==> src/rtl/ahbw_pkg.sv <==
package ahbw_pkg;

  typedef enum logic [1:0] {
    TR_IDLE   = 2'b00,
    TR_BUSY   = 2'b01,
    TR_NONSEQ = 2'b10,
    TR_SEQ    = 2'b11
  } trans_e;

  localparam int BURST_W = 3;
  localparam int SIZE_W  = 3;
  localparam logic [BURST_W-1:0] BURST_SINGLE = 3'b000;
  localparam logic [BURST_W-1:0] BURST_INCR   = 3'b001;

  localparam int RULE_CNT = 4;

  // Control -> datapath strobes; packed order matches flag index 3..0
  typedef struct packed {
    logic respBad;
    logic ctlBad;
    logic transBad;
    logic wdataBad;
  } ruleHits_t;

endpackage

==> src/rtl/ahbw_history.sv <==
module ahbw_history
  import ahbw_pkg::*;
#(
  parameter int ADDR_W = 32,
  parameter int DATA_W = 32
) (
  input  logic                clk,
  input  logic                rstN,
  input  trans_e              trans,
  input  logic [ADDR_W-1:0]   addr,
  input  logic                write,
  input  logic [SIZE_W-1:0]   size,
  input  logic [BURST_W-1:0]  burst,
  input  logic [DATA_W-1:0]   wdata,
  input  logic                ready,
  input  logic                resp,
  input  ruleHits_t           hits,
  output trans_e              prevTrans,
  output logic [BURST_W-1:0]  prevBurst,
  output logic                prevReady,
  output logic                prevResp,
  output logic                wrPending,
  output logic                wdataMoved,
  output logic                ctlMoved,
  output logic [RULE_CNT-1:0] errFlags,
  output logic                violation
);

  localparam int CTL_W = ADDR_W + 1 + SIZE_W + BURST_W;

  logic [CTL_W-1:0]    prevCtl;
  logic [DATA_W-1:0]   prevWdata;
  logic [CTL_W-1:0]    curCtl;
  logic [RULE_CNT-1:0] hitVec;

  assign curCtl = {addr, write, size, burst};
  assign hitVec = hits;

  always_ff @(posedge clk) begin
    if (!rstN) begin
      prevTrans <= TR_IDLE;
      prevCtl   <= '0;
      prevWdata <= '0;
      prevReady <= 1'b1;
      prevResp  <= 1'b0;
      wrPending <= 1'b0;
    end else begin
      prevTrans <= trans;
      prevCtl   <= curCtl;
      prevWdata <= wdata;
      prevReady <= ready;
      prevResp  <= resp;
      // data phase advances only on a completed edge
      if (ready) wrPending <= write && trans[1];
    end
  end

  assign prevBurst  = prevCtl[BURST_W-1:0];
  assign wdataMoved = wdata != prevWdata;
  assign ctlMoved   = curCtl != prevCtl;

  for (genvar i = 0; i < RULE_CNT; i++) begin : g_sticky
    always_ff @(posedge clk) begin
      if (!rstN)          errFlags[i] <= 1'b0;
      else if (hitVec[i]) errFlags[i] <= 1'b1;
    end
  end

  always_ff @(posedge clk) begin
    if (!rstN) violation <= 1'b0;
    else       violation <= |hitVec;
  end

endmodule

==> config.mk <==
export PLATFORM = sky130hd
export DESIGN_NAME = ahbw_history
export DESIGN_NICKNAME = d
export VERILOG_FILES = /design/src/rtl/ahbw_pkg.sv /design/src/rtl/ahbw_history.sv
export SDC_FILE = /design/constraint.sdc
export NUM_CORES = 1
export LEC_CHECK = 0
export BUFFER_PORTS_ARGS = -buffer_cell sky130_fd_sc_hd__buf_2
export CAP_MARGIN = 20
export CELL_PAD_IN_SITES_DETAIL_PLACEMENT = 0
export CELL_PAD_IN_SITES_GLOBAL_PLACEMENT = 1
export CORE_MARGIN = 2
export CORE_UTILIZATION = 41
export DETAILED_ROUTE_END_ITERATION = 16
export PLACE_DENSITY_LB_ADDON = 0.1
export SLEW_MARGIN = 5
export SYNTH_ARGS = -nofsm -noshare
export SYNTH_HDL_FRONTEND = slang
export SYNTH_SLANG_ARGS = --single-unit
==> constraint.sdc <==
create_clock -name clk -period 2.9 [get_ports clk]
set_clock_uncertainty 0.15 [all_clocks]
set_input_delay 0.58 -clock clk [delete_from_list [all_inputs] [get_ports clk]]
set_output_delay 0.58 -clock clk [all_outputs]
set_load 0.01 [all_outputs]
==> run_results.csv, run 1 <==
group,metric,value,unit
status,outcome,"finished, final reports clean",
floorplanning,num_rows,31,
logic_synthesis,yosysTopAreaCell,"dfxtp_1",
global_routing,grt_overflow,0,
floorplanning,fp.dieH,89.23,µm
global_routing,grt_pass1_wl,8.804,mm
critical_path,cp.required,2.17,ns
cells_and_area,diodes,0,
drt,wl_per_cell,11.41,µm
timing,max_freq,425.1,MHz
drt,ant_nets,0,
critical_path,worstSetupEndpointType,"primary output",
logic_synthesis,synth_seq_cells,81,
floorplanning,io_pins,96,
global_routing,grt_max_degree,45,
power,swShare,21.90,%
logic_synthesis,synth.avg_cell_area,10.99,µm²
drt,firstDrtPassIters,4,
logic_synthesis,syn_nets,352,
power,p_comb_share,10.8,%
drt,drt_iter0_drc,52,
critical_path,path_max_fanout,2,
global_routing,grt_use_total,14.61,%
floorplanning,die_area,0.007961,mm²
power,power_leakage,1.546,nW
job,max_cap_viol_count,0,
timing,fin_setup_tns,0,ns
placement,dp_hpwl,3.930,mm
timing,timing.final.max_slew_violations,0,
timing,worst_slew_pin_slew,0.6197,ns
logic_synthesis,synth_area_leaders,"dfxtp_1, xnor2_1, and2_1, nand4_1, xor2_1",
floorplanning,initial_core_util,41.73,%
drt,via_per_inst,4.302,
timing,rsz0062_at_grt,"no",
power,power.density,602.1,mW/mm²
placement,place_area,0.003533,mm²
clock_network,clk_pin_slew,0.08,ns
drt,drc,0,
drt,routed_wirelength,5.365,mm
timing,finalSetupViolations,0,
worst_hold_path,holdCritPathClass,"primary input to flop",
clock_network,clk_latency,0.32,ns
worst_hold_path,holdPathStages,2,
power,internal_power,1.753,mW
critical_path,reg2reg_depth,1,
placement,portBuffers,95,
clock_network,cts_setup_buffers,0,
timing,max_slew_margin,58.68,%
timing,fin_crit_sh,81.11,%
logic_synthesis,synth_cells,271,
logic_synthesis,syn-cell-area,0.002978,mm²
power,peakVddDrop,0.2556,mV
placement,place.gp.congestion,0.6814,
cells_and_area,fin_util,52.24,%
drt,vias,2022,
floorplanning,die_w,89.23,µm
logic_synthesis,synth_cell_types,15,
cells_and_area,layout.nets,448,
timing,finalCriticalPeriod,2.352,ns
global_routing,grt_antenna_before_repair,0,
clock_network,cts_buffer_depth,2,
timing,hold_viol,0,
critical_path,critPathKind,"primary input to primary output",
clock_network,cts_root_buf,"clkbuf_8",
critical_path,critPathLaunchType,"primary input",
logic_synthesis,ys_warn_count,0,
logic_synthesis,synth-seq-area-share,54.45,%
clock_network,cts_resized,0,
cells_and_area,fin_area,0.003729,mm²
floorplanning,core_region_area,0.007137,mm²
critical_path,critPathArrivalTime,1.62,ns
power,p_seq_share,53.4,%
clock_network,hold_buffers,0,
power,pwr-share-clk,35.8,%
power,p_sw,0.4916,mW
cells_and_area,areaGrowthSynthToFinish,25.21,%
logic_synthesis,netlist.area_leader.share,54.45,%
clock_network,cts_tree,"built",
global_routing,grt_pass1_vias,1981,
clock_network,cts_inserted_buffers,9,
clock_network,cts_num_sinks,81,
clock_network,htree_num_levels,3,
cells_and_area,drive_above_1_share,29.92,%
[layout by cell type, fill, tap and decap left out, drive strengths merged]
master | Yosys | routed
nor4 | 6 | 6
a21boi | 1 | 1
bufinv | 0 | 1
buf | 5 | 97
o21a | 4 | 4
nand4 | 16 | 16
nand2 | 1 | 1
xor2 | 8 | 8
o41a | 1 | 1
nand2b | 2 | 2
nand3 | 2 | 2
dfxtp | 81 | 81
clkinv | 0 | 2
clkbuf | 7 | 12
xnor2 | 63 | 63
and2 | 74 | 74
[cells by family after synthesis]
family,synth area share (%)
compound gates,1.639
simple gates,21.05
buf+inv,1.975
flops,54.45
xor+xnor,20.88
[sequential cells by signal (all words and copies together), names as in the netlist]
name and count:
errFlags 4, prevCtl 39, prevReady 1, prevResp 1
prevTrans 2, prevWdata 32, violation 1, wrPending 1
[Yosys cell counts (all sizes together)]
library cell   n
dfxtp         81
and2          74
xnor2         63
nand4         16
xor2           8
clkbuf         7
nor4           6
buf            5
o21a           4
nand2b         2
nand3          2
a21boi         1
nand2          1
o41a           1
[power by group through the flow]
stage	Sequential, mW	Combinational (mW)	Clock [mW]
global placement	1.22	0.243	0
finish	1.20	0.242	0.804
detailed placement	1.22	0.245	0
floorplan	1.23	0.142	0
CTS	1.20	0.248	0.835
global route	1.21	0.274	0.890
[metal layers]
layer | global-route usage [%] | up-vias | wire, µm
met5 | 0 | - | 0
met3 | 4.709 | 6 | 425
li1 | - | 1053 | -
met4 | 7.327 | 0 | 80
met2 | 22.69 | 60 | 2394
met1 | 18.22 | 903 | 2464
[metrics by stage]
stage / total power, mW / setup slack (ns) / hold WS (ns) / instances
finish: 2.245 / 0.5477 / 0.2977 / 470
global route: 2.369 / 0.4047 / 0.2897 / 470
CTS: 2.282 / 0.4957 / 0.2773 / 470
detailed placement: 1.470 / 0.5051 / 0.3016 / 455
global placement: 1.466 / 0.4918 / 0.2954 / 455
floorplan: 1.368 / 0.9435 / 0.3379 / 271
[final timing paths]
kind                             startpoint            to  slack (ns)
worst max register to register  errFlags[1]   errFlags[1]        2.15
worst max-delay path               burst[0]      ctlMoved        0.55
worst min-delay path               trans[0]  prevTrans[0]        0.30
worst min register to register  errFlags[2]   errFlags[2]        0.32
[area by class of cell]
| class | count | area (µm²) |
|---|---|---|
| Fill cell | 699 | 3408 |
| Sequential cell | 81 | 1622 |
| Multi-Input combinational cell | 178 | 1297 |
| Timing Repair Buffer | 97 | 490.5 |
| Clock buffer | 12 | 155.1 |
| Tap cell | 99 | 123.9 |
| Clock inverter | 3 | 40.04 |
[worst max-delay path: stages]
cell and delay (ns):
buf_2 0.11, xnor2_1 0.12, nand4_1 0.13, nor4_1 0.39, nand4_1 0.13, buf_2 0.16
No activity file was read; power rests on OpenSTA's default activity.
==> run 2, diff against run 1 <==
--- a/config.mk
+++ b/config.mk
@@ -10,7 +10,7 @@
 export CELL_PAD_IN_SITES_DETAIL_PLACEMENT = 0
 export CELL_PAD_IN_SITES_GLOBAL_PLACEMENT = 1
 export CORE_MARGIN = 2
-export CORE_UTILIZATION = 41
+export CORE_UTILIZATION = 38
 export DETAILED_ROUTE_END_ITERATION = 16
 export PLACE_DENSITY_LB_ADDON = 0.1
 export SLEW_MARGIN = 5
==> constraint.sdc (replaced) <==
create_clock -name clk -period 2.42 [get_ports clk]
set_clock_uncertainty 0.15 [all_clocks]
set_input_delay 0.484 -clock clk [delete_from_list [all_inputs] [get_ports clk]]
set_output_delay 0.484 -clock clk [all_outputs]
set_load 0.01 [all_outputs]
==> run 2 against run 1 <==
  * Cell count up 0.43%
  * Sequential power up 20%
  * Cell area up 0.67%
  * Non-clock buffer count unchanged
  * Hold slack worse by 0.096 ns
  * Sequential cell count unchanged
  * Critical path depth down 1
  * Global-route usage down 1.1 points
  * Wire length down 2.3%
  * Sequential share of layout area down 0.29 points
  * Core utilization down 3.2 points
  * Combinational power up 20%
  * Largest power group unchanged
  * Highest routed layer unchanged
==> run_results.csv, run 2 (synthesis results as in run 1) <==
group,metric,value,unit
status,outcome,"finished, final reports clean",
clock_network,cts_setup_buffers,0,
cells_and_area,final_cell_mix,"buf_2, dfxtp_1, and2_1, xnor2_1, nand4_1",
critical_path,cp.depth,5,
placement,dp.cells,458,
floorplanning,die_area,0.008561,mm²
cells_and_area,areaGrowthSynthToFinish,26.05,%
critical_path,path_delay_family,"simple AND/OR/NAND/NOR gates",
drt,firstDrtPassIters,4,
global_routing,grt_antenna_before_repair,0,
timing,worst_slack,0.2013,ns
timing,fin_crit_sh,91.68,%
clock_network,cts_inserted_buffers,9,
drt,drt_iter0_drc,21,
clock_network,hold_buffers,0,
critical_path,cp.required,1.79,ns
cells_and_area,reg_top3,"prevCtl (39), prevWdata (32), errFlags (4)",
timing,fin_setup_tns,0,ns
critical_path,path_max_fanout,2,
drt,vias,2001,
critical_path,critPathSlowestCell,"dfxtp_1",
critical_path,worstSetupEndpointType,"primary output",
power,power.density,730.6,mW/mm²
critical_path,rrSetupSlack,1.68,ns
global_routing,grt_use_total,13.50,%
drt,drc,0,
critical_path,critPathKind,"flop to primary output",
clock_network,cts_resized,0,
power,power,2.742,mW
cells_and_area,regMostFlops,"prevCtl",
worst_hold_path,holdCritPathClass,"primary input to flop",
clock_network,cts_root_buf,"clkbuf_8",
global_routing,grt_pass1_wl,9.066,mm
cells_and_area,final_cell_count_no_fill,472,
cells_and_area,largest_register_ffs,39,
global_routing,grt_overflow,0,
clock_network,cts_num_sinks,81,
clock_network,cts_tree,"built",
timing,whs,0.2017,ns
critical_path,worst-path-buf-inv,1,
job,max_cap_viol_count,0,
floorplanning,initial_core_util,38.94,%
critical_path,path_cells,"xnor2_1 -> nand4_1 -> nor4_2 -> nand4_1 -> buf_2",
timing,timing.final.max_slew_violations,0,
floorplanning,core_region_area,0.007647,mm²
timing,max_slew_margin,73.42,%
timing,hold_viol,0,
timing,max_freq,450.7,MHz
placement,portBuffers,95,
global_routing,grt_max_degree,44,
floorplanning,die_w,92.53,µm
clock_network,htree_num_levels,3,
floorplanning,io_pins,96,
timing,worst_slew_pin_slew,0.3987,ns
cells_and_area,final_common_cell,"buf_2",
drt,wl_per_cell,11.10,µm
cells_and_area,n_fill_cell,784,
timing,rsz0062_at_grt,"no",
cells_and_area,layout.nets,448,
placement,place_ws,0.2323,ns
drt,routed_wirelength,5.239,mm
power,power_leakage,1.551,nW
timing,finalSetupViolations,0,
placement,dp_hpwl,3.829,mm
placement,place.gp.congestion,0.6665,
clock_network,cts_buffer_depth,2,
critical_path,critPathArrivalTime,1.58,ns
critical_path,slowest_delay,0.33,ns
drt,via_per_inst,4.239,
floorplanning,num_rows,32,
critical_path,reg2reg_depth,1,
floorplanning,fp.dieH,92.53,µm
worst_hold_path,holdPathStages,2,
timing,finalCriticalPeriod,2.219,ns
power,peakVddDrop,0.3247,mV
cells_and_area,drive_above_1_share,30.00,%
clock_network,clk_pin_slew,0.08,ns
cells_and_area,diodes,0,
critical_path,crit_top_cell,"nand4_1",
drt,ant_nets,0,
clock_network,clk_latency,0.33,ns
critical_path,critPathLaunchType,"flop",
global_routing,grt_pass1_vias,2018,
## run 2: changes by cell type in the layout (fill, tap and decap cells not counted)
cell and change:
clkbuf_8 -2, buf_12 +1, buf_4 -1, bufinv_16 +1, nor4_1 -1, nor4_2 +1
## run 2: layer usage
layer	share of wire, %	track usage [%]	up-vias	wire length, µm
li1	-	-	1051	-
met1	45	17.39	887	2377
met2	45	20.19	55	2337
met3	8.5	4.801	8	443
met4	1.5	6.343	0	81
met5	0	0	-	0
## run 2: power by group
part           switching, mW  internal, mW
Sequential            0.0296          1.41
Combinational          0.118         0.172
Clock                  0.450         0.567
Total                  0.597          2.15
## run 2: final timing paths
path	startpoint	end
max	prevCtl[0]	ctlMoved
min	resp	prevResp
max reg2reg	errFlags[1]	errFlags[1]
min reg2reg	errFlags[0]	errFlags[0]
## run 2: through the flow
step                      area (µm²)  util [%]
after detailed placement        3550     46.42
after global placement          3550     46.42
after floorplan                 2978         -
after global routing            3754     49.08
after CTS                       3747     49.00
final                           3754     49.08
## run 2: layout make-up
type	count	area (µm²)	area share (%)
Timing Repair Buffer	97	503.0	13.40
Tap cell	102	127.6	3.400
Multi-Input combinational cell	178	1304	34.73
Clock inverter	4	70.07	1.867
Sequential cell	81	1622	43.20
Clock buffer	10	127.6	3.400
==> run 3, diff against run 2 <==
==> config.mk (replaced) <==
export PLATFORM = sky130hd
export DESIGN_NAME = ahbw_history
export DESIGN_NICKNAME = d
export VERILOG_FILES = /design/src/rtl/ahbw_pkg.sv /design/src/rtl/ahbw_history.sv
export SDC_FILE = /design/constraint.sdc
export NUM_CORES = 1
export LEC_CHECK = 0
export BUFFER_PORTS_ARGS = -buffer_cell sky130_fd_sc_hd__buf_4
export CAP_MARGIN = 20
export CELL_PAD_IN_SITES_DETAIL_PLACEMENT = 0
export CELL_PAD_IN_SITES_GLOBAL_PLACEMENT = 1
export CORE_UTILIZATION = 38
export DETAILED_ROUTE_END_ITERATION = 16
export PLACE_DENSITY_LB_ADDON = 0.1
export SLEW_MARGIN = 40
export SYNTH_ARGS = -nofsm -noshare
export SYNTH_HDL_FRONTEND = slang
export SYNTH_SLANG_ARGS = --single-unit
==> run 3 against run 2 <==
  * Sequential cell count did not move
  * Largest cell class unchanged
  * Core utilization increased by 5.2 points
  * Highest routed layer unchanged
  * Critical path type unchanged
  * Worst setup slack worse by 0.078 ns
  * Clock-buffer cell count increased by 2
  * Via count rose by 0.60%
  * Sequential power hardly changed
==> run_results.csv, run 3 (synthesis results as in run 1) <==
group,metric,value,unit
drt,routed_wirelength,5.239,mm
worst_hold_path,worstHoldEndpoint,"prevReady",
cells_and_area,n_fill_cell,713,
clock_network,cts_setup_buffers,0,
drt,wl_per_cell,11.15,µm
power,p_seq_share,48.8,%
timing,fin_crit_sh,94.90,%
critical_path,critPathKind,"flop to primary output",
critical_path,rrSetupSlack,1.68,ns
critical_path,path_max_fanout,1,
critical_path,timing.rr.start,"errFlags[1]",
critical_path,slowest_delay,0.31,ns
placement,place.gp.congestion,0.6789,
power,p_comb_share,11.2,%
drt,vias,2013,
timing,finalCriticalPeriod,2.297,ns
timing,worst_slew_pin_slew,0.6200,ns
power,power_leakage,1.646,nW
cells_and_area,diodes,0,
critical_path,path_cells,"xnor2_1 -> nand4_1 -> nor4_2 -> buf_4 -> nand4_1 -> buf_4",
clock_network,cts_root_buf,"clkbuf_8",
cells_and_area,areaGrowthSynthToFinish,35.08,%
power,power.density,732.4,mW/mm²
global_routing,grt_max_degree,82,
clock_network,clk_pin_slew,0.08,ns
cells_and_area,final_common_cell,"buf_4",
critical_path,path_delay_family,"simple AND/OR/NAND/NOR gates",
clock_network,clk_latency,0.34,ns
timing,fin_setup_tns,0,ns
power,p_sw,0.6097,mW
drt,drt_iter0_drc,41,
cells_and_area,largest_register_ffs,39,
worst_hold_path,min-delay-start,"ready",
global_routing,grt_overflow,0,
floorplanning,core_region_area,0.007408,mm²
critical_path,critPathSlowestCell,"dfxtp_1",
clock_network,cts_num_sinks,81,
cells_and_area,final_cell_mix,"buf_4, dfxtp_1, and2_1, xnor2_1, nand4_1",
clock_network,cts_inserted_buffers,9,
job,max_cap_viol_count,0,
critical_path,critPathArrivalTime,1.66,ns
global_routing,grt_pass1_wl,8.763,mm
floorplanning,io_pins,96,
timing,finalSetupViolations,0,
global_routing,grt_use_total,13.64,%
critical_path,crit_path_start,"prevCtl[14]",
critical_path,r2r-end,"errFlags[1]",
power,swShare,20.70,%
placement,portBuffers,95,
worst_hold_path,holdCritPathClass,"primary input to flop",
floorplanning,initial_core_util,40.20,%
cells_and_area,layout.nets,447,
placement,dp_hpwl,3.802,mm
timing,max_freq,435.4,MHz
timing,max_slew_margin,58.67,%
cells_and_area,regMostFlops,"prevCtl",
critical_path,reg2reg_depth,1,
cells_and_area,drive_above_1_share,30.46,%
floorplanning,die_w,90.53,µm
worst_hold_path,holdPathStages,2,
timing,hold_viol,0,
drt,drc,0,
drt,via_per_inst,4.283,
timing,timing.final.max_slew_violations,0,
floorplanning,num_rows,31,
global_routing,grt_pass1_vias,1985,
status,outcome,"finished, final reports clean",
drt,ant_nets,0,
placement,dp.cells,454,
floorplanning,die_area,0.008195,mm²
critical_path,cp.required,1.79,ns
power,peakVddDrop,0.3948,mV
power,pwr-share-clk,40.0,%
drt,firstDrtPassIters,4,
timing,rsz0062_at_grt,"no",
clock_network,cts_tree,"built",
power,internal_power,2.336,mW
critical_path,worstSetupEndpointType,"primary output",
critical_path,critPathLaunchType,"flop",
clock_network,hold_buffers,0,
clock_network,cts_buffer_depth,2,
clock_network,htree_num_levels,3,
cells_and_area,final_cell_count_no_fill,470,
critical_path,cp.depth,6,
global_routing,grt_antenna_before_repair,0,
cells_and_area,reg_top3,"prevCtl (39), prevWdata (32), errFlags (4)",
critical_path,worst-path-buf-inv,2,
floorplanning,fp.dieH,90.53,µm
==> run 3: power groups by stage <==
stage               logic [mW]  clock network [mW]  registers (mW)
floorplan                0.171                   0            1.47
global placement         0.331                   0            1.47
detailed placement       0.334                   0            1.47
CTS                      0.336                1.21            1.44
global route             0.366                1.28            1.44
finish                   0.330                1.18            1.44
==> run 3: final cells by class <==
cell class	instances	area, µm²	share of cell area [%]
multi-input combinational	178	1311	32.60
tap	99	123.9	3.079
timing repair buffer	96	720.7	17.92
clock buffer	12	145.1	3.608
sequential	81	1623	40.34
clock inverter	4	98.84	2.457
==> run 3: worst max-delay path by stage <==
| stage | endpoint | slack (ns) |
|---|---|---|
| 5_1_grt | ctlMoved | 0.006 |
| 3_5_place_dp | ctlMoved | 0.12 |
| 4_1_cts | ctlMoved | 0.02 |
| 2_1_floorplan | ctlMoved | 0.66 |
| 3_3_place_gp | ctlMoved | 0.18 |
| 6_report | ctlMoved | 0.12 |
==> run 3: what timing repair did <==
item                       in CTS  in global routing
pin swaps                       0                  4
cloned                          0                  0
setup endpoints to repair       1                  1
gates resized for setup         1                  2
==> run 3: stage by stage <==
step / hold slack [ns] / utilization [%] / area [µm²] / worst slack (ns) / power [mW]
final: 0.1943 / 54.30 / 4023 / 0.1235 / 2.946
after global routing: 0.1768 / 54.30 / 4023 / 0.006387 / 3.086
after CTS: 0.1740 / 54.18 / 4014 / 0.01625 / 2.987
after detailed placement: 0.3064 / 50.80 / 3764 / 0.1162 / 1.802
after global placement: 0.2995 / 50.80 / 3764 / 0.1845 / 1.798
after floorplan: 0.3379 / - / 2978 / 0.6555 / 1.639
==> run 3: routing by layer <==
layer	up-vias	GRT usage, %	share of wire [%]
met3	6	6.987	9.0
met4	0	5.242	1.3
met1	889	17.21	47
met5	-	0	0
li1	1050	-	-
met2	68	19.63	42
